**src/rtl/ss_ramp_pkg.sv**
```systemverilog
package ss_ramp_pkg;
   localparam int SS_SET_W = 4;
   localparam int SS_NUM_SETTINGS = 1 << SS_SET_W;

   function automatic logic [SS_SET_W-1:0] ss_reset_setting(input bit is_ldo);
      return is_ldo ? SS_SET_W'(2) : SS_SET_W'(0);
   endfunction
endpackage

```
**src/rtl/ss_tick_div.sv**
```systemverilog
module ss_tick_div #(
   parameter int PRESC_DIV = 8
) (
   input  logic clk,
   input  logic rst_n,
   input  logic run,
   output logic tick
);
   generate
      if (PRESC_DIV < 1) begin : g_bad
         $error("PRESC_DIV must be at least 1");
      end else if (PRESC_DIV == 1) begin : g_pass
         assign tick = run;
      end else begin : g_cnt
         localparam int PW = $clog2(PRESC_DIV);
         localparam logic [PW-1:0] LAST = PW'(PRESC_DIV - 1);
         logic [PW-1:0] cnt;

         always_ff @(posedge clk or negedge rst_n) begin
            if (!rst_n)          cnt <= '0;
            else if (!run)       cnt <= '0;
            else if (cnt == LAST) cnt <= '0;
            else                 cnt <= cnt + PW'(1);
         end

         assign tick = run && (cnt == LAST);

         a_r2_presc_bound: assert property (@(posedge clk) disable iff (!rst_n)
            cnt <= LAST);
      end
   endgenerate
endmodule

```
**src/rtl/ss_step_pacer.sv**
```systemverilog
module ss_step_pacer
   import ss_ramp_pkg::*;
#(
   parameter int STEP_TICKS = 8
) (
   input  logic                clk,
   input  logic                rst_n,
   input  logic                run,
   input  logic                tick,
   input  logic [SS_SET_W-1:0] setting,
   output logic                step
);
   localparam int IV_W = $clog2(SS_NUM_SETTINGS * STEP_TICKS) + 1;

   generate
      if (STEP_TICKS < 1) begin : g_bad
         $error("STEP_TICKS must be at least 1");
      end
   endgenerate

   logic [IV_W-1:0] interval;
   logic [IV_W-1:0] cnt;

   always_comb begin
      interval = (IV_W'(setting) + IV_W'(1)) * IV_W'(STEP_TICKS);
   end

   assign step = tick && (cnt >= interval - IV_W'(1));

   always_ff @(posedge clk or negedge rst_n) begin
      if (!rst_n)     cnt <= '0;
      else if (!run)  cnt <= '0;
      else if (tick)  cnt <= step ? '0 : cnt + IV_W'(1);
   end

   a_r2_step_on_tick: assert property (@(posedge clk) disable iff (!rst_n)
      step |-> (tick && run));
   a_r5_idle_clear: assert property (@(posedge clk) disable iff (!rst_n)
      !$past(run) |-> (cnt == '0));
endmodule

```
**src/rtl/softstart_ramp.sv**
```systemverilog
module softstart_ramp
   import ss_ramp_pkg::*;
#(
   parameter int CODE_W     = 6,
   parameter int PRESC_DIV  = 40,
   parameter int STEP_TICKS = 8,
   parameter bit IS_LDO     = 1'b0
) (
   input  logic              clk,
   input  logic              rst_n,
   input  logic              ch_en,
   input  logic [CODE_W-1:0] target_code,
   input  logic              ss_we,
   input  logic [3:0]        ss_wdata,
   output logic [CODE_W-1:0] ref_code,
   output logic              ramp_done,
   output logic              discharge_req
);
   localparam logic [SS_SET_W-1:0] RST_SET = ss_reset_setting(IS_LDO);

   generate
      if (CODE_W < 1) begin : g_bad_w
         $error("CODE_W must be at least 1");
      end
   endgenerate

   logic [SS_SET_W-1:0] setting_q;
   logic [CODE_W-1:0]   code_q;
   logic                dis_q;
   logic                tick;
   logic                step;

   always_ff @(posedge clk or negedge rst_n) begin
      if (!rst_n)     setting_q <= RST_SET;
      else if (ss_we) setting_q <= ss_wdata;
   end

   ss_tick_div #(.PRESC_DIV(PRESC_DIV)) u_div (
      .clk  (clk),
      .rst_n(rst_n),
      .run  (ch_en),
      .tick (tick)
   );

   ss_step_pacer #(.STEP_TICKS(STEP_TICKS)) u_pace (
      .clk    (clk),
      .rst_n  (rst_n),
      .run    (ch_en),
      .tick   (tick),
      .setting(setting_q),
      .step   (step)
   );

   always_ff @(posedge clk or negedge rst_n) begin
      if (!rst_n)                             code_q <= '0;
      else if (!ch_en)                        code_q <= '0;
      else if (step && (code_q < target_code)) code_q <= code_q + CODE_W'(1);
      else if (step && (code_q > target_code)) code_q <= code_q - CODE_W'(1);
   end

   always_ff @(posedge clk or negedge rst_n) begin
      if (!rst_n) dis_q <= 1'b1;
      else        dis_q <= !ch_en;
   end

   assign ref_code      = code_q;
   assign ramp_done     = ch_en && (code_q == target_code);
   assign discharge_req = dis_q;

   a_r2_single_count: assert property (@(posedge clk) disable iff (!rst_n)
      $past(ch_en) |-> ($stable(code_q) || (code_q == $past(code_q) + CODE_W'(1))
                        || (code_q == $past(code_q) - CODE_W'(1))));
   a_r3_no_overshoot: assert property (@(posedge clk) disable iff (!rst_n)
      ($past(code_q) <= $past(target_code)) |-> (code_q <= $past(target_code)));
   a_r4_done_holds: assert property (@(posedge clk) disable iff (!rst_n)
      $past(ramp_done) |-> $stable(code_q));
   a_r5_off_zero: assert property (@(posedge clk) disable iff (!rst_n)
      !$past(ch_en) |-> (code_q == '0 && discharge_req));
   a_r5_on_no_dis: assert property (@(posedge clk) disable iff (!rst_n)
      $past(ch_en) |-> !discharge_req);
endmodule

```
**config.mk**
```make
export PLATFORM = sky130hd
export DESIGN_NAME = softstart_ramp
export DESIGN_NICKNAME = d
export VERILOG_FILES = /design/src/rtl/ss_ramp_pkg.sv /design/src/rtl/ss_tick_div.sv /design/src/rtl/ss_step_pacer.sv /design/src/rtl/softstart_ramp.sv
export SDC_FILE = /design/constraint.sdc
export NUM_CORES = 1
export LEC_CHECK = 0
export BUFFER_PORTS_ARGS = -buffer_cell sky130_fd_sc_hd__buf_2
export CAP_MARGIN = 20
export CORE_ASPECT_RATIO = 0.7
export CORE_UTILIZATION = 44
export DETAILED_ROUTE_END_ITERATION = 16
export HOLD_SLACK_MARGIN = 0.06
export PLACE_DENSITY = 0.64
export SYNTH_ARGS = -nofsm -noshare
export SYNTH_HDL_FRONTEND = slang
export SYNTH_SLANG_ARGS = --single-unit
```
**constraint.sdc**
```tcl
create_clock -name clk -period 7.7 [get_ports clk]
set_clock_uncertainty 0.1 [all_clocks]
set_input_delay 1.54 -clock clk [delete_from_list [all_inputs] [get_ports clk]]
set_output_delay 1.54 -clock clk [all_outputs]
set_load 0.1 [all_outputs]
```
==> results.sh <==
export IMPL_critPathBufInv=3
export IMPL_cts_resized_gates=0
export IMPL_fin_crit_sh=0.573
export IMPL_vias_per_cell=5.14
export IMPL_crit_arrival_ps=2770
export IMPL_setup_tns_ps=0
export IMPL_finalHoldViolCount=0
export IMPL_synth_cell_type_count=38
export IMPL_ys_ff_latch=25
export IMPL_gp_congestion=0.864
export IMPL_outcome="finished clean"
export IMPL_relSlewSlack=0.543
export IMPL_grtUsageTotal=0.179
export IMPL_grt_pass1_wl_um=5160
export IMPL_numCtsBuffers=3
export IMPL_fin_cells=243
export IMPL_vdd_drop_max_mv=0.101
export IMPL_die_x_um=74.7
export IMPL_fp_row_count=18
export IMPL_die_h_um=52.9
export IMPL_synth_fa_ha_area_frac=0.151
export IMPL_rsz0062_at_grt="no"
export IMPL_vias=1249
export IMPL_grt_ovfl_total=0
export IMPL_max_slew_worst_pin_slew_ps=683
export IMPL_dieArea_mm2=0.00395
export IMPL_ctsHtreeMaxLevel=1
export IMPL_finalCoreUtilization=0.517
export IMPL_post_cts_buffers=0
export IMPL_cp_max_fo=3
export IMPL_synth_area_mm2=0.00163
export IMPL_drv_cap=0
export IMPL_post_dp_cell_area_mm2=0.00178
export IMPL_cts_root_buffer="clkbuf_8"
export IMPL_synth_xor_area_frac=0.0484
export IMPL_synth_compound_area_frac=0.163
export IMPL_muxShareOfSynthArea=0.0507
export IMPL_ys_warn_count=0
export IMPL_synth_edf_count=0
export IMPL_wl_um=3100
export IMPL_dp_hpwl_um=2480
export IMPL_final_max_slew_viol_count=0
export IMPL_path_delay_family="buffers and inverters"
export IMPL_path_class="primary input to output port"
export IMPL_drc=0
export IMPL_hp_class="flop to flop"
export IMPL_rr_worst_depth=17
export IMPL_wl_per_cell_um=12.7
export IMPL_start_util=0.460
export IMPL_drive_gt1_frac=0.171
export IMPL_multiInputGateArea_um2=922
export IMPL_synth_area_top_cells="dfrtp_1 37%, ha_1 14%, nand2_1 4.2%"
export IMPL_cts_hold_repair_buffers=0
export IMPL_fin_crit_ps=4410
export IMPL_max_stage_delay_ps=480
export IMPL_critPathLaunchType="primary input"
export IMPL_cts_tree="done"
export IMPL_seq_area_um2=627
export IMPL_synth_fp_nets=203
export IMPL_antenna_found_initial=0
export IMPL_yosys_area_share_simple=0.154
export IMPL_detail_route_antenna_nets=0
export IMPL_finalSetupViolCount=0
export IMPL_synth_top_family_by_area="compound AO/OA/AOI/OAI gates"
export IMPL_p_per_area_mw_per_mm2=134
export IMPL_insertion_delay_ps=270
export IMPL_cts_path_max_buffers=2
export IMPL_diodes=0
export IMPL_nets=227
export IMPL_grt_max_degree=26
export IMPL_path_cells="buf_2 -> inv_1 -> ha_1 -> nand4_1 -> nor2_1 -> buf_2"
export IMPL_max_freq_mhz=227
export IMPL_leakage_nw=0.900
export IMPL_synthCells=170
export IMPL_fill_cells=325
export IMPL_io_pins=22
export IMPL_fin_area_mm2=0.00183
export IMPL_port_buffer_count=21
export IMPL_clock_sinks=25
export IMPL_cp_common_cell="buf_2"
export IMPL_yosysSeqAreaShare=0.385
export IMPL_synth_largest_area_cell="dfrtp_1"
export IMPL_drt_first_pass_iters=4
export IMPL_required_ps=6060
export IMPL_grt_pass1_vias=1154
export IMPL_crit_path_end_kind="output port"
export IMPL_dp_cells=239
export IMPL_clk_pin_slew_ps=80
export IMPL_drt_initial_drc_count=46
export IMPL_avgSynthCellArea_um2=9.58
export IMPL_area_growth_synth_to_final_pct=12.2
export IMPL_coreArea_mm2=0.00354
export IMPL_crit_path_top_delay_cell="buf_2"
export IMPL_netlist_area_leader_share=0.369
export IMPL_cp_num_cells=6
export IMPL_synthArstFlopShare=1.00
export IMPL_synth_ff_type="dfrtp_1"
export IMPL_whs_path_depth=1
cells by family (layout without fill, tap and decap cells):
family                   after synthesis  after routing
AND/OR/NAND/NOR                       51             51
AO/OA/AOI/OAI                         39             39
flip-flops                            25             25
adder cells (fa/ha/maj)               19             19
buffers and inverters                 19             42
XOR/XNOR                               9              9
multiplexers                           8              8
synth_stat cells, types with 3 or more instances:
cell / number
mux2i_1: 6
a21oi_1: 11
nand2b_1: 3
dfrtp_1: 24
nand2_1: 18
ha_1: 18
o211ai_1: 3
xnor2_1: 4
xor2_1: 5
and3_1: 3
a31oi_1: 6
o21ai_0: 7
inv_1: 17
nand3_1: 8
nor2_1: 9
worst register-to-register path, cell delays in order (launching register included):
cell and delay [ps]:
dfrtp_1 440, ha_1 370, nor2_1 120, nand2_1 60, a21oi_1 110, o21ai_0 110
xor2_1 160, ha_1 290, nand3_1 70, a21o_1 240, or2_2 340, ha_1 290
a21oi_1 190, o211ai_1 140, or2_2 280, mux2i_1 190, o211ai_1 110, o31ai_1 80
layout by cell type, fill, tap and decap left out, types with 2 or more instances in the layout:
cell	Yosys	layout
dfrtp_1	24	24
a31oi_1	6	6
ha_1	18	18
inv_1	17	17
xnor2_1	4	4
o211ai_1	3	3
nand2_1	18	18
nand3_1	8	8
nor2_1	9	9
xor2_1	5	5
o21ai_0	7	7
mux2_2	2	2
buf_2	0	21
clkbuf_8	0	3
mux2i_1	6	6
and3_1	3	3
nand2b_1	3	3
a21o_1	2	2
nor3_1	2	2
a41oi_1	2	2
a21oi_1	11	11
or2_2	2	2
cell type report:
| type | instances | area share |
|---|---|---|
| clock inverters | 1 | 0.00274 |
| inverters | 17 | 0.0349 |
| clock buffers | 3 | 0.0226 |
| multi-input cells | 126 | 0.505 |
| flip-flops and latches | 25 | 0.343 |
| repair buffers | 21 | 0.0575 |
| well taps | 50 | 0.0342 |
worst paths after layout:
check / end / from / slack, ps
setup / recovery: ramp_done / target_code[4] / 3290
hold / removal: u_div.g_cnt.cnt[0]$_DFF_PN0_ / u_div.g_cnt.cnt[0]$_DFF_PN0_ / 370
setup reg to reg: ref_code[5]$_DFFE_PN0P_ / setting_q[0]$_DFFE_PN0P_ / 3940
hold reg to reg: u_div.g_cnt.cnt[0]$_DFF_PN0_ / u_div.g_cnt.cnt[0]$_DFF_PN0_ / 370
max in group asynchronous: discharge_req$_DFF_PN1_ / rst_n / 5990
min in group asynchronous: setting_q[1]$_DFFE_PN0P_ / rst_n / 1150
through the flow:
stage          setup slack, ps  hold WS [ps]  total power, mW
5_1_grt                   3220           400            0.256
4_1_cts                   3290           370            0.248
3_3_place_gp              3340           346            0.168
2_1_floorplan             2730           333            0.159
6_report                  3290           366            0.244
3_5_place_dp              3290           358            0.170
layer usage:
| metal | vias to the layer above | global-route usage | share of wire |
|---|---|---|---|
| met1 | 583 | 0.261 | 0.55 |
| li1 | 651 | - | - |
| met3 | 2 | 0.0457 | 0.026 |
| met4 | 0 | 0.0472 | 0.0081 |
| met2 | 13 | 0.260 | 0.41 |
| met5 | - | 0 | 0 |
where the power goes:
part | switching (mW) | leakage (nW) | internal [mW] | total [mW]
sequential | 0.00296 | 0.336 | 0.135 | 0.138
clock | 0.0409 | 0.0255 | 0.0362 | 0.0771
combinational | 0.0180 | 0.539 | 0.0111 | 0.0290
total | 0.0618 | 0.900 | 0.182 | 0.244
state kept, by name, indices dropped and copies added, names as in the netlist:
register and count:
discharge_req 1, setting_q 4, u_div.g_cnt.cnt 6, u_pace.cnt 8, ref_code 6
Power figures use the tool's default switching activity.
